`src/rtl/ldst_pkg.sv`:
```
package ldst_pkg;
  localparam int unsigned LS_XLEN  = 32;
  localparam int unsigned LS_BYTES = LS_XLEN / 8;
  localparam int unsigned LS_OFF_W = $clog2(LS_BYTES);
  localparam int unsigned LS_IMM_W = 12;
  localparam int unsigned LS_RIDX_W = 5;

  typedef enum logic [1:0] {
    SZ_BYTE = 2'b00,
    SZ_HALF = 2'b01,
    SZ_WORD = 2'b10
  } acc_size_e;

  typedef struct packed {
    acc_size_e               size;
    logic                    zero_ext;
    logic [LS_OFF_W-1:0]     lane;
    logic [LS_RIDX_W-1:0]    dest;
  } load_ctx_t;
endpackage

```
`src/rtl/ldst_addr_check.sv`:
```
module ldst_addr_check
  import ldst_pkg::*;
(
  input  logic                 req_valid,
  input  logic                 is_store,
  input  logic [2:0]           code,
  input  logic [LS_XLEN-1:0]   base,
  input  logic [LS_IMM_W-1:0]  offset,
  output logic [LS_XLEN-1:0]   addr,
  output acc_size_e            size,
  output logic                 zero_ext,
  output logic [LS_OFF_W-1:0]  lane,
  output logic                 misaligned,
  output logic                 illegal
);
  localparam int unsigned EXT_W = LS_XLEN - LS_IMM_W;

  logic legal;
  logic bad_align;

  assign addr     = base + {{EXT_W{offset[LS_IMM_W-1]}}, offset};
  assign lane     = addr[LS_OFF_W-1:0];
  assign size     = acc_size_e'(code[1:0]);
  assign zero_ext = code[2];

  always_comb begin
    unique case (code)
      3'b000, 3'b001, 3'b010: legal = 1'b1;
      3'b100, 3'b101:         legal = ~is_store;
      default:                legal = 1'b0;
    endcase
  end

  always_comb begin
    unique case (code[1:0])
      2'b01:   bad_align = addr[0];
      2'b10:   bad_align = |addr[LS_OFF_W-1:0];
      default: bad_align = 1'b0;
    endcase
  end

  assign illegal    = req_valid & ~legal;
  assign misaligned = req_valid & legal & bad_align;
endmodule

```
`src/rtl/ldst_store_lanes.sv`:
```
module ldst_store_lanes
  import ldst_pkg::*;
(
  input  acc_size_e            size,
  input  logic [LS_OFF_W-1:0]  lane,
  input  logic [LS_XLEN-1:0]   src,
  output logic [LS_BYTES-1:0]  strobe,
  output logic [LS_XLEN-1:0]   wdata
);
  localparam int unsigned HALVES = LS_BYTES / 2;

  logic [LS_BYTES-1:0] one_byte;
  logic [LS_BYTES-1:0] two_byte;

  assign one_byte = {{(LS_BYTES-1){1'b0}}, 1'b1};
  assign two_byte = {{(LS_BYTES-2){1'b0}}, 2'b11};

  always_comb begin
    unique case (size)
      SZ_BYTE: begin
        strobe = one_byte << lane;
        wdata  = {LS_BYTES{src[7:0]}};
      end
      SZ_HALF: begin
        strobe = two_byte << {lane[LS_OFF_W-1:1], 1'b0};
        wdata  = {HALVES{src[15:0]}};
      end
      default: begin
        strobe = {LS_BYTES{1'b1}};
        wdata  = src;
      end
    endcase
  end
endmodule

```
`src/rtl/ldst_load_extract.sv`:
```
module ldst_load_extract
  import ldst_pkg::*;
(
  input  acc_size_e            size,
  input  logic                 zero_ext,
  input  logic [LS_OFF_W-1:0]  lane,
  input  logic [LS_XLEN-1:0]   rword,
  output logic [LS_XLEN-1:0]   result
);
  logic [LS_XLEN-1:0] bytes_sel [LS_BYTES];
  logic [LS_XLEN-1:0] aligned;
  logic               sign_b;
  logic               sign_h;

  for (genvar g = 0; g < LS_BYTES; g++) begin : g_lane
    assign bytes_sel[g] = rword >> (8 * g);
  end

  assign aligned = bytes_sel[lane];
  assign sign_b  = ~zero_ext & aligned[7];
  assign sign_h  = ~zero_ext & aligned[15];

  always_comb begin
    unique case (size)
      SZ_BYTE: result = {{(LS_XLEN-8){sign_b}}, aligned[7:0]};
      SZ_HALF: result = {{(LS_XLEN-16){sign_h}}, aligned[15:0]};
      default: result = rword;
    endcase
  end
endmodule

```
`src/rtl/ldst_format_unit.sv`:
```
module ldst_format_unit
  import ldst_pkg::*;
(
  input  logic                  clk,
  input  logic                  rst_n,
  input  logic                  req_valid,
  input  logic                  req_is_store,
  input  logic [2:0]            funct3,
  input  logic [LS_XLEN-1:0]    rs1,
  input  logic [LS_IMM_W-1:0]   imm12,
  input  logic [LS_XLEN-1:0]    rs2,
  input  logic [LS_RIDX_W-1:0]  rd,
  input  logic [LS_XLEN-1:0]    mem_rdata,
  output logic                  mem_req,
  output logic                  mem_we,
  output logic [LS_XLEN-1:0]    mem_addr,
  output logic [LS_BYTES-1:0]   byte_en,
  output logic [LS_XLEN-1:0]    mem_wdata,
  output logic [LS_XLEN-1:0]    eff_addr,
  output logic                  misaligned,
  output logic                  illegal,
  output logic                  load_valid,
  output logic [LS_XLEN-1:0]    load_data,
  output logic [LS_RIDX_W-1:0]  load_rd,
  output logic                  load_wb_en
);
  localparam int unsigned SYNC_STAGES = 2;

  logic [SYNC_STAGES-1:0] rst_pipe;
  logic                   rst_n_int;
  acc_size_e              size;
  logic                   zero_ext;
  logic [LS_OFF_W-1:0]    lane;
  logic                   load_issue;
  logic                   resp_vld_d, resp_vld_q;
  load_ctx_t              ctx_d, ctx_q;

  // reset: asserted asynchronously, released on the clock
  always_ff @(posedge clk or negedge rst_n) begin
    if (!rst_n) rst_pipe <= '0;
    else        rst_pipe <= {rst_pipe[SYNC_STAGES-2:0], 1'b1};
  end
  assign rst_n_int = rst_pipe[SYNC_STAGES-1];

  ldst_addr_check u_addr (
    .req_valid  (req_valid),
    .is_store   (req_is_store),
    .code       (funct3),
    .base       (rs1),
    .offset     (imm12),
    .addr       (eff_addr),
    .size       (size),
    .zero_ext   (zero_ext),
    .lane       (lane),
    .misaligned (misaligned),
    .illegal    (illegal)
  );

  ldst_store_lanes u_store (
    .size   (size),
    .lane   (lane),
    .src    (rs2),
    .strobe (byte_en),
    .wdata  (mem_wdata)
  );

  assign mem_addr   = {eff_addr[LS_XLEN-1:LS_OFF_W], {LS_OFF_W{1'b0}}};
  assign mem_req    = rst_n_int & req_valid & ~misaligned & ~illegal;
  assign mem_we     = mem_req & req_is_store;
  assign load_issue = mem_req & ~req_is_store;

  // next-state for the outstanding-load context
  always_comb begin
    resp_vld_d     = load_issue;
    ctx_d.size     = size;
    ctx_d.zero_ext = zero_ext;
    ctx_d.lane     = lane;
    ctx_d.dest     = rd;
  end

  always_ff @(posedge clk or negedge rst_n_int) begin
    if (!rst_n_int) resp_vld_q <= 1'b0;
    else            resp_vld_q <= resp_vld_d;
  end

  always_ff @(posedge clk or negedge rst_n_int) begin
    if (!rst_n_int)      ctx_q <= '0;
    else if (load_issue) ctx_q <= ctx_d;
  end

  ldst_load_extract u_load (
    .size     (ctx_q.size),
    .zero_ext (ctx_q.zero_ext),
    .lane     (ctx_q.lane),
    .rword    (mem_rdata),
    .result   (load_data)
  );

  assign load_valid = resp_vld_q;
  assign load_rd    = ctx_q.dest;
  assign load_wb_en = resp_vld_q & (ctx_q.dest != '0);
endmodule

```
`config.mk`:
```
export PLATFORM = sky130hd
export DESIGN_NAME = ldst_format_unit
export DESIGN_NICKNAME = d
export VERILOG_FILES = /design/src/rtl/ldst_pkg.sv /design/src/rtl/ldst_addr_check.sv /design/src/rtl/ldst_store_lanes.sv /design/src/rtl/ldst_load_extract.sv /design/src/rtl/ldst_format_unit.sv
export SDC_FILE = /design/constraint.sdc
export NUM_CORES = 1
export LEC_CHECK = 0
export BUFFER_PORTS_ARGS = -buffer_cell sky130_fd_sc_hd__buf_2
export CORE_UTILIZATION = 30
export CTS_BUF_LIST = sky130_fd_sc_hd__clkbuf_4 sky130_fd_sc_hd__clkbuf_8
export DETAILED_ROUTE_END_ITERATION = 6
export PLACE_DENSITY = 0.63
export SYNTH_ARGS = -nofsm -noshare
export SYNTH_HDL_FRONTEND = slang
export SYNTH_HIERARCHICAL = 1
export SYNTH_SLANG_ARGS = --single-unit
```
`constraint.sdc`:
```
create_clock -name clk -period 5.1 [get_ports clk]
set_clock_uncertainty 0.05 [all_clocks]
set_input_delay 0.255 -clock clk [delete_from_list [all_inputs] [get_ports clk]]
set_output_delay 0.255 -clock clk [all_outputs]
set_load 0.005 [all_outputs]
```
# Yosys cells after proc, flatten, opt, wreduce, memory -nomap -nowiden
# Index checks and enable logic that the tools add are counted.
# classes
n_addsub	1
n_lt_le_gt_ge	1
eq_ne	7
shift	2
mux	8
bitwise	17
reduce_logical	7
# ops
op	n
case mux 32 bit (2 select lines)	2
binary-select mux 32 bit (select 2 bit)	1
adder 32 bit	1
two-way mux 16 bit	2
bitwise AND 1 bit	11
case mux 4 bit (2 select lines)	1
== test 3 bit, second input constant	2
inverter 1 bit	5
nonzero test 5 bit	1
== test 2 x 1 -> 1 bit, second input constant	2
zero test 2 bit	2
case mux 1 bit (2 select lines)	2
OR reduction 2 bit	2
<< shifter 1 x 2 -> 4 bit, first input constant	1
<< shifter 2 x 2 -> 4 bit, first input constant	1
== test 3 x 1 -> 1 bit, second input constant	1
== test 3 x 2 -> 1 bit, second input constant	1
greater-or-equal comparator 3 bit, second input constant	1
zero test 3 bit	1
inverter 2 -> 3 bit	1
OR reduction 3 bit	1
== test 2 bit, second input constant	1
# word_totals
reg_bits	13
output_inout_bits	143
word_cells	49

# Depth between registers and ports, before layout
# Gate-level depths: netlist of run 1.
# depth
ltp_word	9
ltp_mapped	11

# Modules after synthesis
# Netlist of run 1, hierarchy kept.
# by_module_without_submodules
mod	n_inst	cells_per_inst	area_each_um2
ldst_addr_check	1	233	1690.4
ldst_format_unit	1	69	819.5
ldst_load_extract	1	120	769.5
ldst_store_lanes	1	60	524.3

# Least setup slack after synthesis of run 1
# OpenSTA, ideal clock, no wires.
# synth_path
kind	input -> output
start	input port imm12[0]
end	output port mem_addr[30]
arrival_time_ns	2.409
setup_slack_ns	2.386
path_stages	11
path_buffers	1
path_cell_list	ha_1 > fa_1 > a21oi_1 > o22ai_1 > o211ai_1 > a21o_1 > o21ai_1 > a221oi_2 > o21ai_0 > xor2_1 > buf_4
# synth_via
elab_chain_cells	1
# synth_lines
element	line	rtl
start: declaration	ldst_format_unit.sv:10	input logic [LS_IMM_W-1:0] imm12,
adder 32 bit	ldst_addr_check.sv:21	assign addr = base + {{EXT_W{offset[LS_IMM_W-1]}}, offset};
end: declaration	ldst_format_unit.sv:16	output logic [LS_XLEN-1:0] mem_addr,
# No other way between the ends.

# Worst setup path in the final report of run 1
# layout_path
start	input port imm12[0]
end	output port eff_addr[30]
# layout_via
elab_chain_cells	1
# layout_lines
element	line	rtl
adder 32 bit	ldst_addr_check.sv:21	
end: declaration	ldst_format_unit.sv:19	output logic [LS_XLEN-1:0] eff_addr,
# No other way between the ends.

==> results of run 1 <==
[layer usage]
layer  global-route usage  part of all wire  up-vias
met5                    0                 0        -
met4               0.0139            0.0060        0
met3               0.0206             0.080        6
met2                0.337              0.51      194
met1                0.212              0.41     1850
li1                     -                 -     2113
[worst paths after layout]
kind | startpoint | end | slack [ns] | depth (start not counted)
worst min-delay path | rst_pipe[1] | ctx_q[6] | 0.15 | 0
worst min register to register | rst_pipe[1] | ctx_q[6] | 0.15 | 0
min in group clk | rd[3] | load_rd[3] | 0.20 | 2
max in group asynchronous | rst_pipe[1] | ctx_q[5] | 4.51 | 0
worst max register to register | rst_pipe[1] | ctx_q[7] | 2.99 | 3
worst max-delay path | imm12[0] | eff_addr[30] | 2.03 | 12
[metrics by stage]
step | util | cell area [µm²]
floorplan | - | 3810
global placement | 0.397 | 4820
finish | 0.401 | 4880
CTS | 0.401 | 4880
global route | 0.401 | 4880
detailed placement | 0.397 | 4820
[report_power, final]
group / internal (µW) / leakage, µW / total [µW] / switching [µW]
logic: 427 / 0.00239 / 886 / 459
registers: 124 / 0.000156 / 175 / 50.6
clock network: 60.4 / 0.0000262 / 94.7 / 34.3
total: 611 / 0.00257 / 1160 / 544
[cell type report]
class,instances,area (µm²)
Clock buffer,4,48.8
Fill cell,1314,7280
Inverter,12,45.0
Multi-Input combinational cell,391,2930
Sequential cell,13,325
Tap cell,168,210
Timing Repair Buffer,262,1320
[critical path: cells and delay by family]
kind | cells | cell delay (ns)
compound gates | 7 | 1.44
fa+ha+maj | 2 | 0.65
buf+inv | 2 | 0.24
xor+xnor | 1 | 0.17
[registers in the layout, summed over array words and instances, names as in the netlist]
name / cells
ctx_q: 5
load_rd: 5
load_valid: 1
rst_pipe: 2
[cell usage after synthesis, types with 7 or more instances]
cell type / instances / area share
ha_1: 34 / 0.11
o21ai_0: 37 / 0.049
dfrtp_1: 13 / 0.086
xnor2_1: 19 / 0.044
nand2_1: 60 / 0.059
nor2_1: 15 / 0.015
buf_4: 53 / 0.10
mux2_4: 11 / 0.043
a21o_1: 16 / 0.032
nor2b_1: 8 / 0.013
mux2_2: 22 / 0.065
a21oi_1: 35 / 0.046
mux2i_1: 10 / 0.026
o21bai_1: 9 / 0.018
o21ai_2: 8 / 0.018
a221oi_1: 7 / 0.016
inv_1: 12 / 0.012
o31ai_1: 9 / 0.018
xor2_1: 12 / 0.028
[kinds of logic after synthesis]
| family | Yosys count | synth area share |
|---|---|---|
| adder cells (fa/ha/maj) | 35 | 0.117 |
| flip-flops | 13 | 0.0855 |
| XOR/XNOR | 31 | 0.0714 |
| multiplexers | 45 | 0.141 |
| buffers and inverters | 79 | 0.144 |
| AND/OR/NAND/NOR | 118 | 0.150 |
| other | 2 | 0.00197 |
| AO/OA/AOI/OAI | 159 | 0.289 |
[what timing repair did]
item / in CTS / in global routing
hold endpoints to repair: 2 / 0
hold buffers: 1 / 0
endpoints found under the setup margin: 0 / 0
buffers inserted: 0 / 0
==> key figures, run 1 <==
Status
  • Status: finished clean

Worst setup path
  • CP max FO: 3
  • CP required: roughly 4.8 ns
  • CP Launch Type: primary input
  • Most used cell, CP: buf_2
  • WP data arrival: roughly 2.8 ns
  • Worst setup EP type: output pin
  • Crit-path slowest cell: fa_1
  • Peak per-stage delay on the critical path: 0.41 ns
  • Worst-path cell chain: buf_2 -> ha_1 -> fa_1 -> a21oi_1 -> o22ai_1 -> o211ai_1 -> a21o_1 -> o21ai_1 -> a221oi_2 -> o21ai_0 -> xor2_1 -> buf_2
  • Setup Crit Path Kind: primary input to output pin

Synth
  • Post-synth ARST share: 1.00
  • Unique masters post-synth: 65
  • Synth Area per Inst: a little under 8 µm²
  • Dominant synthesized flop cell: dfrtp_1
  • Sequential area share after synthesis: 0.0855
  • Synthesis Warnings: 6
  • Synthesized area: 0.00380 mm²
  • Flops & latches, synth: 13
  • Post-synth EDFFs: 0
  • Mapped Cells: just under 500

Route
  • DRT Pass-1 Iters: 4
  • Post-route ant nets: 0
  • WL final: around 12,000 µm
  • Vias per inst: just under 5
  • Initial detailed-routing violation count: between 200 and 300
  • Remaining DRCs: 0
  • Drt wl/cell: 14.4 µm
  • Vias: roughly 4,200

Timing
  • Worst Tran Pin Value: 0.922 ns
  • RSZ-0062 raised after global routing: false
  • Min Tclk post-route: 3.07 ns
  • Max Freq: roughly 330 MHz
  • Setup_tns: 0 ns
  • Worst hold margin: ~0.15 ns
  • Slew headroom: 0.381
  • Final hold vios: 0
  • Final WS setup: slightly above 2 ns
  • Final setup vio count: 0
  • Final clock period utilization by the worst path: 0.601
  • Final Max Slew Viols: 0

CTS
  • Clock root cell: clkbuf_8
  • PostCTS Resize Cnt: 0
  • H-tree levels: 1
  • Clock Path Buffers: 2
  • Worst skew pair latency: 0.24 ns
  • CTS tree: yes
  • Clock slew at reported path FFs: ~0.050 ns
  • CTS buffer count: 3
  • Sink Count: 13

GRT
  • Global route overflow: 0
  • Pin count of the biggest net entering global routing: 44
  • Overall Global Routing Usage: 0.174
  • First-pass GRT wire length: 18,600 µm
  • Vias in the first global route: 3,750
  • Initial antenna violation count: 0

Power
  • LEAKAGE: between 0.002 and 0.003 µW
  • Power Density: approximately 240 mW/mm²
  • Worst IR Drop VDD: approximately 98 µV
  • Final Power: approximately 1200 µW

Placement
  • GPL Wtd Cong: slightly above 0.8
  • Pre-CTS setup slack: roughly 2.0 ns
  • Port Buffers: 260
  • Inst Count DP: ~850
  • Half-perimeter wire length after placement: between 10,000 and 15,000 µm

Final layout
  • Most frequent cells in the layout: buf_2 (260), nand2_1 (60), o21ai_0 (37)
  • Commonest non-fill, non-tap cell in the layout: buf_2
  • Final Instance Count excl. Fillers: 850
  • Inserted Diodes: 0
  • Synth-to-layout area growth: 28.4%
  • Final #Nets: between 800 and 900
  • Share of layout cells above drive strength 1: 0.474

Run
  • Max-Cap Viols: 0

Floorplanning
  • Std-Cell Rows: 40
  • Initial Utilization: 0.313
  • Die Y: 115 µm
  • DIE WIDTH: 115 µm
  • Core outline area: 0.0122 mm²
  • DIE AREA: between 0.01 and 0.015 mm²
  • Io pins: 263

Worst hold path
  • Worst min-delay path class: flip-flop to asynchronous set/reset pin
No activity file was read; power rests on OpenSTA's default activity.
==> inputs of run 2 (changes only) <==
Clock period 5.1 ns to 3.2 ns, I/O delays scaled along.
==> run 2 against run 1 <==
  * Power rose by 60%
  * Clock power up 63%
  * Utilization increased by 0.25 points
==> key figures, run 2 (same netlist as run 1, synthesis figures left out) <==
Status
  • Status: finished clean

Final layout
  • Commonest non-fill, non-tap cell in the layout: buf_2
  • Inserted Diodes: 0 (unchanged)
  • Synth-to-layout area growth: 29.1%
  • Multi-input gate area: 0.00293 mm² (unchanged)
  • Fillers: 1,343 (+2.2%)
  • Most frequent cells in the layout: buf_2 (260), nand2_1 (60), o21ai_0 (37)
  • Share of layout cells above drive strength 1: 0.477 (+0.00307)
  • Final #Nets: 842 (+0.48%)
  • Sequential standard cell area: 325 µm² (unchanged)
  • Post-route cell area: 0.00491 mm² (+0.62%)

Timing
  • Min Tclk post-route: about 2.9 ns
  • Final hold vios: 0 (unchanged)
  • RSZ-0062 raised after global routing: false
  • Final setup vio count: 0 (unchanged)
  • Slew headroom: 0.356 (-0.0244)
  • Setup_tns: 0 ns (unchanged)
  • Final clock period utilization by the worst path: 0.895
  • Max Freq: 349 MHz
  • Worst Tran Pin Value: 0.958 ns (+0.0363 ns)
  • Final Max Slew Viols: 0 (unchanged)

Power
  • LEAKAGE: 0.00259 µW (+0.75%)
  • Logic gate share of total power: 0.759 (-0.008)
  • Worst IR Drop VDD: 134 µV (+38%)
  • Sw frac: 0.471 (about the same)
  • Final Power: 1850 µW (+60%)
  • Switching Power: 872 µW (+60%)
  • Power Density: 377 mW/mm² (+59%)
  • Clock power share: 0.083 (about the same)
  • Internal Power: 978 µW (+60%)
  • Sequential power share: 0.158 (+0.007)

Worst setup path
  • Crit-path slowest cell: fa_1
  • Setup Crit Path Kind: primary input to output pin
  • Worst-path cell chain: buf_2 -> ha_1 -> fa_1 -> a21oi_1 -> o22ai_1 -> o211ai_1 -> a21o_1 -> o21ai_1 -> a221oi_2 -> o21ai_0 -> xor2_1 -> buf_2
  • Most used cell, CP: buf_2
  • CP max FO: 3 (unchanged)
  • CP Launch Type: primary input
  • Worst setup EP type: output pin
  • CP required: 2.99 ns (-1.81 ns)
  • WP data arrival: 2.65 ns (-0.11 ns)
  • Peak per-stage delay on the critical path: 0.41 ns (about the same)

CTS
  • CTS buffer count: 3 (unchanged)
  • Postcts setup bufs: 0 (unchanged)
  • Sink Count: 13 (unchanged)
  • Clock root cell: clkbuf_8
  • Worst skew pair latency: 0.24 ns (about the same)
  • CTS tree: yes
  • H-tree levels: 1 (unchanged)
  • PostCTS Resize Cnt: 0 (unchanged)
  • Clock Path Buffers: 2 (unchanged)
  • Clock slew at reported path FFs: 0.06 ns (about the same)

Route
  • Post-route ant nets: 0 (unchanged)
  • Remaining DRCs: 0 (unchanged)
  • WL final: 12,300 µm (+0.50%)
  • Top Metal Used: met4
  • Met2 wire length: 6340 µm (+2.2%)
  • Vias: 4,214 (+1.2%)
  • DRT Pass-1 Iters: 5 (+1)
  • Met1 WL: 5070 µm (+1.9%)
  • Vias per inst: 4.93 (+0.75%)
  • Initial detailed-routing violation count: 248 (-2.7%)
  • Met3 routed WL: 849 µm (-13%)
  • Drt wl/cell: 14.4 µm (about the same)

Run
  • Max-Cap Viols: 0 (unchanged)

Floorplanning
  • DIE WIDTH: 115 µm (unchanged)
  • Io pins: 263 (unchanged)
  • DIE AREA: 0.0131 mm² (unchanged)
  • Core outline area: 0.0122 mm² (unchanged)
  • Std-Cell Rows: 40 (unchanged)
  • Die Y: 115 µm (unchanged)
  • Initial Utilization: 0.313 (unchanged)

GRT
  • Overall Global Routing Usage: 0.174 (-0.000318)
  • Global route overflow: 0 (unchanged)
  • Pin count of the biggest net entering global routing: 28 (-36%)
  • Initial antenna violation count: 0 (unchanged)
  • Vias in the first global route: 3,725 (-0.67%)
  • First-pass GRT wire length: 18,400 µm (-0.74%)

Placement
  • GPL Wtd Cong: 0.795 (-1.5%)
  • Port Buffers: 260 (unchanged)
  • Half-perimeter wire length after placement: 10,300 µm (+1.5%)
  • Area after DPL: 0.00485 mm² (+0.62%)

Worst hold path
  • Worst min-delay path class: primary input to flip-flop
run 2: cell type report:
type | instances | area share
well taps | 168 | 0.0428
multi-input cells | 391 | 0.597
clock buffers | 4 | 0.00993
repair buffers | 266 | 0.275
flip-flops and latches | 13 | 0.0662
inverters | 12 | 0.00917
run 2: layer usage:
metal | track usage | vias to the layer above
met4 | 0.0165 | 0
li1 | - | 2119
met2 | 0.349 | 190
met3 | 0.0143 | 4
met1 | 0.204 | 1901
met5 | 0 | -
run 2: final timing paths:
kind | start | endpoint | slack [ns] | depth (start not counted)
setup / recovery | imm12[0] | eff_addr[30] | 0.34 | 12
hold reg to reg | rst_pipe[1] | load_rd[4] | 0.16 | 0
setup reg to reg | rst_pipe[1] | ctx_q[7] | 1.05 | 3
hold / removal | rd[4] | load_rd[4] | 0.1 | 2
max in group asynchronous | rst_pipe[1] | ctx_q[8] | 2.60 | 0
min in group asynchronous | rst_pipe[1] | load_rd[4] | 0.16 | 0
run 2: through the flow:
step | cells | worst slack (ns) | hold WS, ns | utilization
after detailed placement | 849 | 0.344 | -0.103 | 0.399
final | 854 | 0.337 | 0.0961 | 0.404
after global routing | 854 | 0.118 | 0.0928 | 0.404
after floorplan | 483 | 0.676 | -0.186 | -
after CTS | 854 | 0.328 | 0.0909 | 0.404
after global placement | 849 | 0.364 | -0.103 | 0.399
run 2: worst max-delay path, delay by kind of cell:
kind | cells | cell delay, ns
AO/OA/AOI/OAI | 7 | 1.44
XOR/XNOR | 1 | 0.17
buffers and inverters | 2 | 0.24
adder cells (fa/ha/maj) | 2 | 0.65
run 2: power by group through the flow:
stage / sequential (µW) / combinational [µW] / clock, µW
floorplan: 229 / 1040 / 0
global placement: 297 / 1400 / 0
detailed placement: 296 / 1400 / 0
CTS: 293 / 1410 / 160
global route: 305 / 1550 / 166
finish: 292 / 1400 / 154
run 2: repair_timing:
action | CTS | global route
hold buffers | 1 | 0
endpoints found under the hold margin | 2 | 0
endpoints found under the setup margin | 0 | 0
